File: src/rtl/ss_pkg.sv
package ss_pkg;
  typedef enum logic [2:0] {
    OP_NOP    = 3'd0,
    OP_CHECK  = 3'd1,
    OP_LOAD   = 3'd2,
    OP_STORE  = 3'd3,
    OP_ISSUE  = 3'd4,
    OP_VIOL   = 3'd5,
    OP_SQUASH = 3'd6,
    OP_RSVD   = 3'd7
  } ss_op_e;
endpackage

File: src/rtl/ss_id_table.sv
module ss_id_table #(
  parameter int unsigned ENTRIES = 64,
  parameter int unsigned ID_W    = 4,
  localparam int unsigned IDX_W  = $clog2(ENTRIES)
) (
  input  logic             clk_i,
  input  logic             rst_ni,
  input  logic [IDX_W-1:0] rd_idx_a_i,
  input  logic [IDX_W-1:0] rd_idx_b_i,
  output logic             rd_vld_a_o,
  output logic [ID_W-1:0]  rd_id_a_o,
  output logic             rd_vld_b_o,
  output logic [ID_W-1:0]  rd_id_b_o,
  input  logic             wr_a_i,
  input  logic [IDX_W-1:0] wr_idx_a_i,
  input  logic [ID_W-1:0]  wr_id_a_i,
  input  logic             wr_b_i,
  input  logic [IDX_W-1:0] wr_idx_b_i,
  input  logic [ID_W-1:0]  wr_id_b_i,
  input  logic             clr_all_i
);
  logic [ENTRIES-1:0] valid_q;
  logic [ID_W-1:0]    id_q [ENTRIES];

  assign rd_vld_a_o = valid_q[rd_idx_a_i];
  assign rd_id_a_o  = id_q[rd_idx_a_i];
  assign rd_vld_b_o = valid_q[rd_idx_b_i];
  assign rd_id_b_o  = id_q[rd_idx_b_i];

  always_ff @(posedge clk_i or negedge rst_ni) begin
    if (!rst_ni) begin
      valid_q <= '0;
      for (int i = 0; i < int'(ENTRIES); i++) id_q[i] <= '0;
    end else if (clr_all_i) begin
      valid_q <= '0;
    end else begin
      if (wr_b_i) begin
        valid_q[wr_idx_b_i] <= 1'b1;
        id_q[wr_idx_b_i]    <= wr_id_b_i;
      end
      // port a wins on an index collision
      if (wr_a_i) begin
        valid_q[wr_idx_a_i] <= 1'b1;
        id_q[wr_idx_a_i]    <= wr_id_a_i;
      end
    end
  end

  assert_write_a_lands_R6: assert property (@(posedge clk_i) disable iff (!rst_ni)
    wr_a_i && !clr_all_i |=> valid_q[$past(wr_idx_a_i)] && id_q[$past(wr_idx_a_i)] == $past(wr_id_a_i));

  assert_wipe_ids_R11: assert property (@(posedge clk_i) disable iff (!rst_ni)
    clr_all_i |=> valid_q == '0);
endmodule

File: src/rtl/ss_last_store_table.sv
module ss_last_store_table #(
  parameter int unsigned ENTRIES = 16,
  parameter int unsigned SEQ_W   = 16,
  localparam int unsigned ID_W   = $clog2(ENTRIES)
) (
  input  logic             clk_i,
  input  logic             rst_ni,
  input  logic [ID_W-1:0]  rd_id_i,
  output logic             rd_vld_o,
  output logic [SEQ_W-1:0] rd_seq_o,
  input  logic             wr_en_i,
  input  logic [ID_W-1:0]  wr_id_i,
  input  logic [SEQ_W-1:0] wr_seq_i,
  input  logic             inv_en_i,
  input  logic [ID_W-1:0]  inv_id_i,
  input  logic             squash_en_i,
  input  logic [SEQ_W-1:0] squash_seq_i,
  input  logic             clr_all_i
);
  logic [ENTRIES-1:0] valid_q;
  logic [SEQ_W-1:0]   seq_q [ENTRIES];
  logic [ENTRIES-1:0] kill;

  assign rd_vld_o = valid_q[rd_id_i];
  assign rd_seq_o = seq_q[rd_id_i];

  for (genvar g = 0; g < int'(ENTRIES); g++) begin : g_ent
    assign kill[g] = clr_all_i
                   || (squash_en_i && seq_q[g] > squash_seq_i)
                   || (inv_en_i && inv_id_i == ID_W'(g));

    always_ff @(posedge clk_i or negedge rst_ni) begin
      if (!rst_ni) begin
        valid_q[g] <= 1'b0;
        seq_q[g]   <= '0;
      end else if (kill[g]) begin
        valid_q[g] <= 1'b0;
      end else if (wr_en_i && wr_id_i == ID_W'(g)) begin
        valid_q[g] <= 1'b1;
        seq_q[g]   <= wr_seq_i;
      end
    end

    assert_squash_clears_R10: assert property (@(posedge clk_i) disable iff (!rst_ni)
      squash_en_i |=> !(valid_q[g] && seq_q[g] > $past(squash_seq_i)));
  end

  assert_store_write_R4: assert property (@(posedge clk_i) disable iff (!rst_ni)
    wr_en_i && !clr_all_i && !squash_en_i && !inv_en_i
    |=> valid_q[$past(wr_id_i)] && seq_q[$past(wr_id_i)] == $past(wr_seq_i));

  assert_issue_drops_R9: assert property (@(posedge clk_i) disable iff (!rst_ni)
    inv_en_i |=> !valid_q[$past(inv_id_i)]);

  assert_wipe_last_R11: assert property (@(posedge clk_i) disable iff (!rst_ni)
    clr_all_i |=> valid_q == '0);
endmodule

File: src/rtl/ss_clear_ctr.sv
module ss_clear_ctr #(
  parameter int unsigned CNT_W = 16
) (
  input  logic             clk_i,
  input  logic             rst_ni,
  input  logic             inc_i,
  input  logic [CNT_W-1:0] period_i,
  output logic             wipe_o
);
  logic [CNT_W-1:0] count_q;
  logic [CNT_W:0]   count_nx;

  assign count_nx = {1'b0, count_q} + 1'b1;
  // >= so a period lowered below the count still fires
  assign wipe_o = inc_i && (period_i != '0) && (count_nx >= {1'b0, period_i});

  always_ff @(posedge clk_i or negedge rst_ni) begin
    if (!rst_ni)     count_q <= '0;
    else if (wipe_o) count_q <= '0;
    else if (inc_i)  count_q <= count_nx[CNT_W-1:0];
  end

  assert_count_restart_R11: assert property (@(posedge clk_i) disable iff (!rst_ni)
    wipe_o |=> count_q == '0);

  assert_idle_holds_R11: assert property (@(posedge clk_i) disable iff (!rst_ni)
    !inc_i |=> $stable(count_q));
endmodule

File: src/rtl/store_set_pred.sv
module store_set_pred #(
  parameter int unsigned PC_W         = 32,
  parameter int unsigned SEQ_W        = 16,
  parameter int unsigned SSIT_ENTRIES = 64,
  parameter int unsigned LFST_ENTRIES = 16,
  parameter int unsigned CNT_W        = 16,
  localparam int unsigned IDX_W = $clog2(SSIT_ENTRIES),
  localparam int unsigned ID_W  = $clog2(LFST_ENTRIES)
) (
  input  logic             clk_i,
  input  logic             rst_ni,
  input  logic [2:0]       op_i,
  input  logic [PC_W-1:0]  pc_i,
  input  logic [PC_W-1:0]  pc_load_i,
  input  logic [SEQ_W-1:0] seq_i,
  input  logic [CNT_W-1:0] clear_period_i,
  output logic             dep_valid_o,
  output logic [SEQ_W-1:0] dep_seq_o
);
  import ss_pkg::*;

  ss_op_e op;
  assign op = ss_op_e'(op_i);

  logic [PC_W-1:0]  fold_a, fold_b;
  logic [IDX_W-1:0] idx_a, idx_b;
  logic [ID_W-1:0]  fresh_id;

  assign fold_a   = pc_i ^ (pc_i >> 10);
  assign fold_b   = pc_load_i ^ (pc_load_i >> 10);
  assign idx_a    = fold_a[IDX_W-1:0];
  assign idx_b    = fold_b[IDX_W-1:0];
  assign fresh_id = fold_a[ID_W-1:0];

  logic            vld_a, vld_b;
  logic [ID_W-1:0] id_a, id_b;
  logic            ls_vld;
  logic [SEQ_W-1:0] ls_seq;
  logic            wipe;

  // violation merge
  logic            wr_a, wr_b;
  logic [ID_W-1:0] wr_id_a, wr_id_b;
  logic            is_viol;

  assign is_viol = (op == OP_VIOL);

  always_comb begin
    wr_a    = 1'b0;
    wr_b    = 1'b0;
    wr_id_a = fresh_id;
    wr_id_b = fresh_id;
    if (is_viol) begin
      unique case ({vld_a, vld_b})
        2'b00: begin
          wr_a = 1'b1;
          wr_b = 1'b1;
        end
        2'b10: begin
          wr_b    = 1'b1;
          wr_id_b = id_a;
        end
        2'b01: begin
          wr_a    = 1'b1;
          wr_id_a = id_b;
        end
        default: begin
          wr_a    = 1'b1;
          wr_b    = 1'b1;
          wr_id_a = (id_a < id_b) ? id_a : id_b;
          wr_id_b = wr_id_a;
        end
      endcase
    end
  end

  ss_id_table #(
    .ENTRIES (SSIT_ENTRIES),
    .ID_W    (ID_W)
  ) i_id_table (
    .clk_i      (clk_i),
    .rst_ni     (rst_ni),
    .rd_idx_a_i (idx_a),
    .rd_idx_b_i (idx_b),
    .rd_vld_a_o (vld_a),
    .rd_id_a_o  (id_a),
    .rd_vld_b_o (vld_b),
    .rd_id_b_o  (id_b),
    .wr_a_i     (wr_a),
    .wr_idx_a_i (idx_a),
    .wr_id_a_i  (wr_id_a),
    .wr_b_i     (wr_b),
    .wr_idx_b_i (idx_b),
    .wr_id_b_i  (wr_id_b),
    .clr_all_i  (wipe)
  );

  logic ls_wr, ls_inv, is_lookup, hit;

  assign hit       = vld_a && ls_vld;
  assign is_lookup = (op == OP_CHECK) || (op == OP_LOAD) || (op == OP_STORE);
  assign ls_wr     = (op == OP_STORE) && vld_a;
  assign ls_inv    = (op == OP_ISSUE) && hit && (ls_seq == seq_i);

  ss_last_store_table #(
    .ENTRIES (LFST_ENTRIES),
    .SEQ_W   (SEQ_W)
  ) i_last_store (
    .clk_i        (clk_i),
    .rst_ni       (rst_ni),
    .rd_id_i      (id_a),
    .rd_vld_o     (ls_vld),
    .rd_seq_o     (ls_seq),
    .wr_en_i      (ls_wr),
    .wr_id_i      (id_a),
    .wr_seq_i     (seq_i),
    .inv_en_i     (ls_inv),
    .inv_id_i     (id_a),
    .squash_en_i  (op == OP_SQUASH),
    .squash_seq_i (seq_i),
    .clr_all_i    (wipe)
  );

  ss_clear_ctr #(
    .CNT_W (CNT_W)
  ) i_clear_ctr (
    .clk_i    (clk_i),
    .rst_ni   (rst_ni),
    .inc_i    ((op == OP_LOAD) || (op == OP_STORE)),
    .period_i (clear_period_i),
    .wipe_o   (wipe)
  );

  always_ff @(posedge clk_i or negedge rst_ni) begin
    if (!rst_ni) begin
      dep_valid_o <= 1'b0;
      dep_seq_o   <= '0;
    end else begin
      dep_valid_o <= is_lookup && hit;
      dep_seq_o   <= (is_lookup && hit) ? ls_seq : '0;
    end
  end

  assert_quiet_after_other_R12: assert property (@(posedge clk_i) disable iff (!rst_ni)
    !is_lookup |=> !dep_valid_o && dep_seq_o == '0);

  assert_merge_same_id_R8: assert property (@(posedge clk_i) disable iff (!rst_ni)
    is_viol && vld_a && vld_b |=> $past(id_a < id_b ? id_a : id_b) == $past(wr_id_b));
endmodule

File: config.mk
export PLATFORM = sky130hd
export DESIGN_NAME = store_set_pred
export DESIGN_NICKNAME = d
export VERILOG_FILES = /design/src/rtl/ss_pkg.sv /design/src/rtl/ss_id_table.sv /design/src/rtl/ss_last_store_table.sv /design/src/rtl/ss_clear_ctr.sv /design/src/rtl/store_set_pred.sv
export SDC_FILE = /design/constraint.sdc
export NUM_CORES = 2
export LEC_CHECK = 0
export ABC_AREA = 1
export BUFFER_PORTS_ARGS = -buffer_cell sky130_fd_sc_hd__buf_4
export CAP_MARGIN = 20
export CORE_MARGIN = 2
export CORE_UTILIZATION = 60
export CTS_CLUSTER_SIZE = 40
export DETAILED_ROUTE_END_ITERATION = 8
export PLACE_DENSITY = 0.75
export SYNTH_ARGS = -nofsm -noshare
export SYNTH_HDL_FRONTEND = slang
export SYNTH_SLANG_ARGS = --single-unit
File: constraint.sdc
create_clock -name clk_i -period 7.7 [get_ports clk_i]
set_input_delay 0.385 -clock clk_i [delete_from_list [all_inputs] [get_ports clk_i]]
set_output_delay 0.385 -clock clk_i [all_outputs]
set_load 0.03 [all_outputs]
Word level (Yosys, flattened, before mapping)
Index checks and enable logic that the tools add are counted.
Widths: inputs -> output; s select.
{ "totals": {"word_cells": 384, "register_bits": 625} }
{ "classes": {"n_bitwise": 23, "magnitude_cmp": 28, "muxes": 76, "n_eq_ne": 24, "n_reduce_logical": 132, "n_addsub": 1} }
{ "op_table": {"columns": ["op", "count"], "rows": [
  ["$mux 256", 3],
  ["$bwmux 256", 2],
  ["$gt 16x16->1", 16],
  ["$mux 64", 4],
  ["$or 64x64->64", 2],
  ["$mux 16", 5],
  ["$bmux 16 s4", 1],
  ["$logic_and 1x1->1", 59],
  ["$bmux 4 s6", 2],
  ["$demux 4 s6", 2],
  ["$mux 1", 41],
  ["$mux 4", 9],
  ["$logic_or 1x1->1", 35],
  ["$reduce_bool 2->1", 17],
  ["$eq 4x4->1 const B", 8],
  ["$reduce_and 2->1", 16],
  ["$add 16x1->17 const B", 1],
  ["$ge 17x16->1", 1],
  ["$eq 16x16->1", 1],
  ["$eq 4x3->1 const B", 4],
  ["$not 1->1", 16],
  ["$pmux 4 s2", 2],
  ["$reduce_bool 16->1", 1],
  ["$ge 7x7->1 const B", 2],
  ["22 further kinds", 34]
]} }

Longest topological paths before layout
{ "logic_depth": {"word_depth": 15, "mapped_depth": 36, "mapped_depth_nobuf": 30} }

Hierarchy
A second synthesis with hierarchy kept.
{ "hier_totals": {"cells_unflattened": 6395, "area_unflattened_um2": 44985.6} }
{ "modules_own_cells": {"columns": ["module", "instances", "area_per_inst_um2", "cells_per_inst", "seq_area_each_um2"], "rows": [
  ["ss_id_table", 1, 21854.7, 3302, 8007.7],
  ["ss_last_store_table", 1, 20213.1, 2647, 6806.5],
  ["ss_clear_ctr", 1, 1570.3, 250, 400.4],
  ["store_set_pred", 1, 1347.5, 196, 425.4]
]} }

Worst setup path after synthesis
OpenSTA, ideal clock, no wires.
{ "synth_path": {"kind": "input -> register", "startpoint": "input port pc_load_i[10]", "endpoint": "register i_id_table.id_q[168] (netlist bit)", "t_required_ps": 7583, "slack_ps": 3579, "path_stages": 28, "t_arrival_ps": 4003, "path_cell_list": "inv_1 > nand2_1 > nand2_1 > inv_1 > nand3_1 > clkbuf_1 > buf_2 > buf_2 > buf_1 > o22ai_1 > o41ai_1 > nand2_1 > inv_1 > nand2_1 > nor3_1 > ha_1 > nor2_1 > nand2_1 > nand2_1 > nand2_1 > nand3_1 > nand2_1 > nand2_1 > buf_2 > buf_1 > nand2_1 > nand3_1 > nand2_1"} }
{ "synth_via": {"elab_chain_len": 14, "word_cells_on_any_way": 32, "cone_classes": "order compare: 3; eq/ne: 2; mux: 21; bitwise: 2; reduce/logical: 4"} }
{ "synth_lines": {"columns": ["item", "line_no", "text"], "rows": [
  ["start: declaration", "store_set_pred.sv:14", "input logic [PC_W-1:0] pc_load_i,"],
  ["$xor 6x6->6 (*)", "store_set_pred.sv:30", "assign fold_b = pc_load_i ^ (pc_load_i >> 10);"],
  ["$not 6->7 (not written as such)", "ss_id_table.sv:28, ss_id_table.sv:39", null],
  ["$bmux 4 s6", "ss_id_table.sv:28", "assign rd_id_b_o = id_q[rd_idx_b_i];"],
  ["$mux 4 (not written as such) (2 in series)", "ss_id_table.sv:28", null],
  ["$lt 4x4->1", "store_set_pred.sv:70", "wr_id_a = (id_a < id_b) ? id_a : id_b;"],
  ["$mux 4", "store_set_pred.sv:70", null],
  ["$pmux 4 s2", "store_set_pred.sv:54", "unique case ({vld_a, vld_b})"],
  ["$mux 4", "store_set_pred.sv:53", "if (is_viol) begin"],
  ["$bwmux 256", "ss_id_table.sv:39", "id_q[wr_idx_b_i] <= wr_id_b_i;"],
  ["$mux 256", "ss_id_table.sv:37", "if (wr_b_i) begin"],
  ["$mux 256", "ss_id_table.sv:34", "end else if (clr_all_i) begin"],
  ["$bwmux 256", "ss_id_table.sv:44", "id_q[wr_idx_a_i] <= wr_id_a_i;"],
  ["$mux 256 (*)", "ss_id_table.sv:42", "if (wr_a_i) begin"],
  ["end signal: indexed assignment", "ss_id_table.sv:39", null],
  ["end signal: indexed assignment", "ss_id_table.sv:44", null],
  ["end: declaration", "ss_id_table.sv:23", "logic [ID_W-1:0] id_q [ENTRIES];"]
]} }
Every way passes the cells marked *; elsewhere a longest branch is shown, timed or not. The select of a mux whose other input is x is not followed.
A chain may end at the register's enable or synchronous reset.

Worst setup path after layout
{ "layout_path": {"startpoint": "input port pc_i[10]", "endpoint": "register i_last_store.seq_q[183] (netlist bit)"} }
{ "layout_via": {"elab_chain_len": 15, "word_cells_on_any_way": 24, "cone_classes": "eq/ne: 2; mux: 10; bitwise: 4; reduce/logical: 8"} }
{ "layout_lines": {"columns": ["item", "line_no", "text"], "rows": [
  ["start: declaration", "store_set_pred.sv:13", "input logic [PC_W-1:0] pc_i,"],
  ["$xor 6x6->6 (*)", "store_set_pred.sv:29", "assign fold_a = pc_i ^ (pc_i >> 10);"],
  ["$not 6->7 (not written as such)", "ss_id_table.sv:26", "assign rd_id_a_o = id_q[rd_idx_a_i];"],
  ["$bmux 4 s6", "ss_id_table.sv:26", null],
  ["$mux 4 (not written as such) (2 in series)", "ss_id_table.sv:26", null],
  ["$not 4->5 (not written as such)", "ss_last_store_table.sv:25", "assign rd_seq_o = seq_q[rd_id_i];"],
  ["$bmux 16 s4", "ss_last_store_table.sv:25", null],
  ["$mux 16 (not written as such) (2 in series)", "ss_last_store_table.sv:25", null],
  ["$eq 16x16->1", "store_set_pred.sv:103", "assign ls_inv = (op == OP_ISSUE) && hit && (ls_seq == seq_i);"],
  ["$logic_and 1x1->1", "store_set_pred.sv:103", null],
  ["$logic_and 1x1->1", "ss_last_store_table.sv:30", "|| (inv_en_i && inv_id_i == ID_W'(g));"],
  ["$logic_or 1x1->1", "ss_last_store_table.sv:30", null],
  ["$not 1->1 (no line)", null, null],
  ["$reduce_and 2->1 (no line) (*)", null, null],
  ["end signal: indexed assignment", "ss_last_store_table.sv:40", "seq_q[g] <= wr_seq_i;"],
  ["end: declaration", "ss_last_store_table.sv:21", "logic [SEQ_W-1:0] seq_q [ENTRIES];"]
]} }
Marks and branches as above.

==> impl_metrics.py <==
metrics = {
    "floorplan": {
        "die_area_um2": 77500,
        "start_util_pct": 60.7,
        "io_pins": 118,
        "die_y_um": 278,
        "coreArea_um2": 74400,
        "die_w_um": 278,
        "row_count": 100,
    },
    "pwr": {
        "power_mw": 14.5,
        "vdd_drop_max_v": 0.000246,
        "powerDensity_nw_per_um2": 293,
        "p_leak_nw": 27.2,
    },
    "final_layout": {
        "area_growth_pct": 9.79,
        "nFillCells": 6631,
        "final_cell_area_um2": 49600,
        "final_util_pct": 66.6,
        "fin_nets": 7030,
        "final_cell_mix": "2191 x nand2_1, 718 x inv_1, 625 x dfrtp_1",
        "final_cells": 7678,
        "drive_gt1_share_pct": 7.28,
        "final_common_cell": "nand2_1",
    },
    "worst_hold_path": {
        "whs_path_depth": 3,
        "min_path_type": "in -> reg",
    },
    "timing": {
        "finalHoldViolations": 0,
        "rsz0062_at_grt": "false",
        "worstMarginPinSlew_ns": 1.21,
        "period_share_pct": 76.1,
        "period_needed_ns": 5.86,
        "slew_viol_final": 0,
        "clock_skew_ns": 0.0275,
        "max_freq_ghz": 0.171,
        "setup_viol": 0,
        "relSlewSlack_pct": 18.5,
        "fin_tns_setup_ns": 0,
    },
    "global_route": {
        "grt_pass1_vias": 45500,
        "grt_max_degree": 165,
        "antenna_found_initial": 5,
        "grt_pass1_wl_um": 272000,
        "grt_overflow_total": 0,
        "grt_usage_pct": 45.9,
    },
    "clocking": {
        "cts_made_buffers": 75,
        "cts_buffer_depth": 3,
        "clock-sinks": 625,
        "path_clk_slew_ns": 0.06,
        "insertion_delay_ns": 0.65,
        "post_cts_buffers": 0,
        "cts_root_buf": "clkbuf_16",
        "htree_levels": 3,
        "cts_resized": 0,
        "cts_tree": "yes",
    },
    "routing": {
        "viasPerCell": 6.38,
        "drcViolationCount": 0,
        "drt_iter0_markers": 7175,
        "wl_per_cell_um": 23.4,
        "wirelength_um": 180000,
        "num_vias": 49000,
        "drtPass1Iterations": 7,
        "ant_nets": 0,
    },
    "worst_setup_path": {
        "r2r_setup_slack_ns": 2.08,
        "critPathCaptureType": "register",
        "cp_data_arrival_time_ns": 6.43,
        "required_ns": 8.27,
        "critical_path_class": "in -> reg",
        "path_max_fanout": 97,
        "crit_path_start_kind": "primary input",
        "worst_r2r_path_depth": 27,
    },
    "logic_synthesis": {
        "synth.avg_cell_area_um2": 6.79,
        "netlist_instances": 6649,
        "synth_async_sr_flop_share_pct": 100,
        "syn_area_um2": 45200,
        "ys_types": 51,
        "ys_ff_latch": 625,
        "yosysWarnings": 0,
        "synth_edf_count": 0,
        "seq_area_frac_synth_pct": 34.6,
        "synth_flop_cell": "dfrtp_1",
        "syn_nets": 7027,
    },
    "run_status": {
        "outcome": "finished clean",
    },
    "job": {
        "maxCapViolCount": 0,
    },
    "place": {
        "dpl_cell_area_um2": 47100,
        "dpl.cell_count": 7542,
        "dp_hpwl_um": 120000,
        "io_buffers": 77,
        "gp_congestion": 1.07,
    },
}
-- path summary, 6_finish.rpt --
| kind | from | to |
|---|---|---|
| setup / recovery | pc_i[10] | i_last_store.seq_q[183] |
| hold reg to reg | i_last_store.seq_q[96] | i_last_store.seq_q[96] |
| min in group asynchronous | rst_ni | i_id_table.id_q[53] |
| setup reg to reg | i_clear_ctr.count_q[0] | i_last_store.seq_q[52] |
| max in group asynchronous | rst_ni | i_last_store.seq_q[33] |
| hold / removal | op_i[2] | dep_valid_o |
-- cell type report --
| type | instances | area (um^2) | share of cell area [%] |
|---|---|---|---|
| diodes | 4 | 10.0 | 0.0202 |
| clock buffers | 108 | 2190 | 4.42 |
| clock inverters | 22 | 303 | 0.611 |
| inverters | 741 | 2780 | 5.62 |
| multi-input cells | 4948 | 25300 | 51.0 |
| flip-flops and latches | 625 | 15600 | 31.5 |
| well taps | 969 | 1210 | 2.45 |
| repair buffers | 261 | 2130 | 4.30 |
-- metrics by stage --
step | setup WS (ns) | hold slack, ns
finish | 1.84 | 0.166
global route | 1.59 | 0.178
CTS | 2.18 | 0.122
detailed placement | 1.56 | 0.421
global placement | 1.64 | 0.420
floorplan | 3.58 | 0.0894
-- registers in the layout, summed over array words and instances (netlist names) --
name / flops
dep_valid_o: 1
i_id_table.id_q: 256
i_last_store.seq_q: 256
i_clear_ctr.count_q: 16
dep_seq_o: 16
i_last_store.valid_q: 16
i_id_table.valid_q: 64
-- what timing repair did --
action                                  CTS  global route
endpoints found under the setup margin    0             0
hold buffers                              1             0
hold endpoints to repair                 73             0
-- worst max-delay path, stage by stage --
cell	delay (ns)
buf_4	0.12
inv_2	0.07
nand2_1	0.10
nand2_4	0.53
buf_4	0.42
nand2_1	0.10
nand3_1	0.08
nand3_1	0.08
nand3_1	0.15
nand2_1	0.15
nor2_4	0.26
nand2_8	0.38
buf_12	0.33
nand2_1	0.08
nand2_1	0.05
nand2_1	0.11
nand2_1	0.07
nand2_1	0.14
nand2_1	0.19
nor3_1	0.54
nand2_1	0.12
nor2_1	0.13
nand2_1	0.09
nor2_4	0.53
nand3_2	0.50
nand3_2	0.47
nand2_1	0.10
nand2_1	0.07
-- layer usage --
| layer | up-vias | track usage, % | part of all wire, % |
|---|---|---|---|
| met5 | - | 0 | 0.014 |
| met4 | 4 | 21.3 | 5.4 |
| met3 | 757 | 17.8 | 18 |
| met2 | 3690 | 62.0 | 38 |
| met1 | 22600 | 64.2 | 38 |
| li1 | 22000 | - | - |
-- Yosys cell counts (all sizes together) (11+ instances only) --
cell type	instances	share of area, %
nand2	2209	18
inv	737	6.1
dfrtp	625	35
nor2	569	4.8
o21ai	481	5.3
nand3	434	5.5
nand4	294	4.1
ha	277	7.7
clkbuf	197	1.6
o22ai	181	2.5
a21oi	178	2.0
buf	138	1.9
nand3b	72	1.2
nor3	68	0.86
o211ai	35	0.58
o41ai	24	0.47
a22oi	23	0.38
a31oi	17	0.24
xor2	14	0.29
o2111ai	12	0.23
nor4	11	0.15
-- where the power goes --
group / internal [mW] / leakage, nW / switching (mW) / total (mW)
registers: 4.22 / 8.42 / 0.878 / 5.10
clock network: 2.20 / 1.23 / 1.52 / 3.72
logic: 1.89 / 17.5 / 3.80 / 5.69
total: 8.32 / 27.2 / 6.20 / 14.5
-- cells by family (layout without fill, tap and decap cells) --
logic type	Yosys count	in the layout	share of synthesized area, %
flip-flops	625	625	34.6
other	0	4	0
AND/OR/NAND/NOR	3663	3663	35.1
XOR/XNOR	24	24	0.532
buffers and inverters	1076	1132	9.72
AO/OA/AOI/OAI	984	984	12.3
adder cells (fa/ha/maj)	277	277	7.68
No activity file was read; power rests on OpenSTA's default activity.
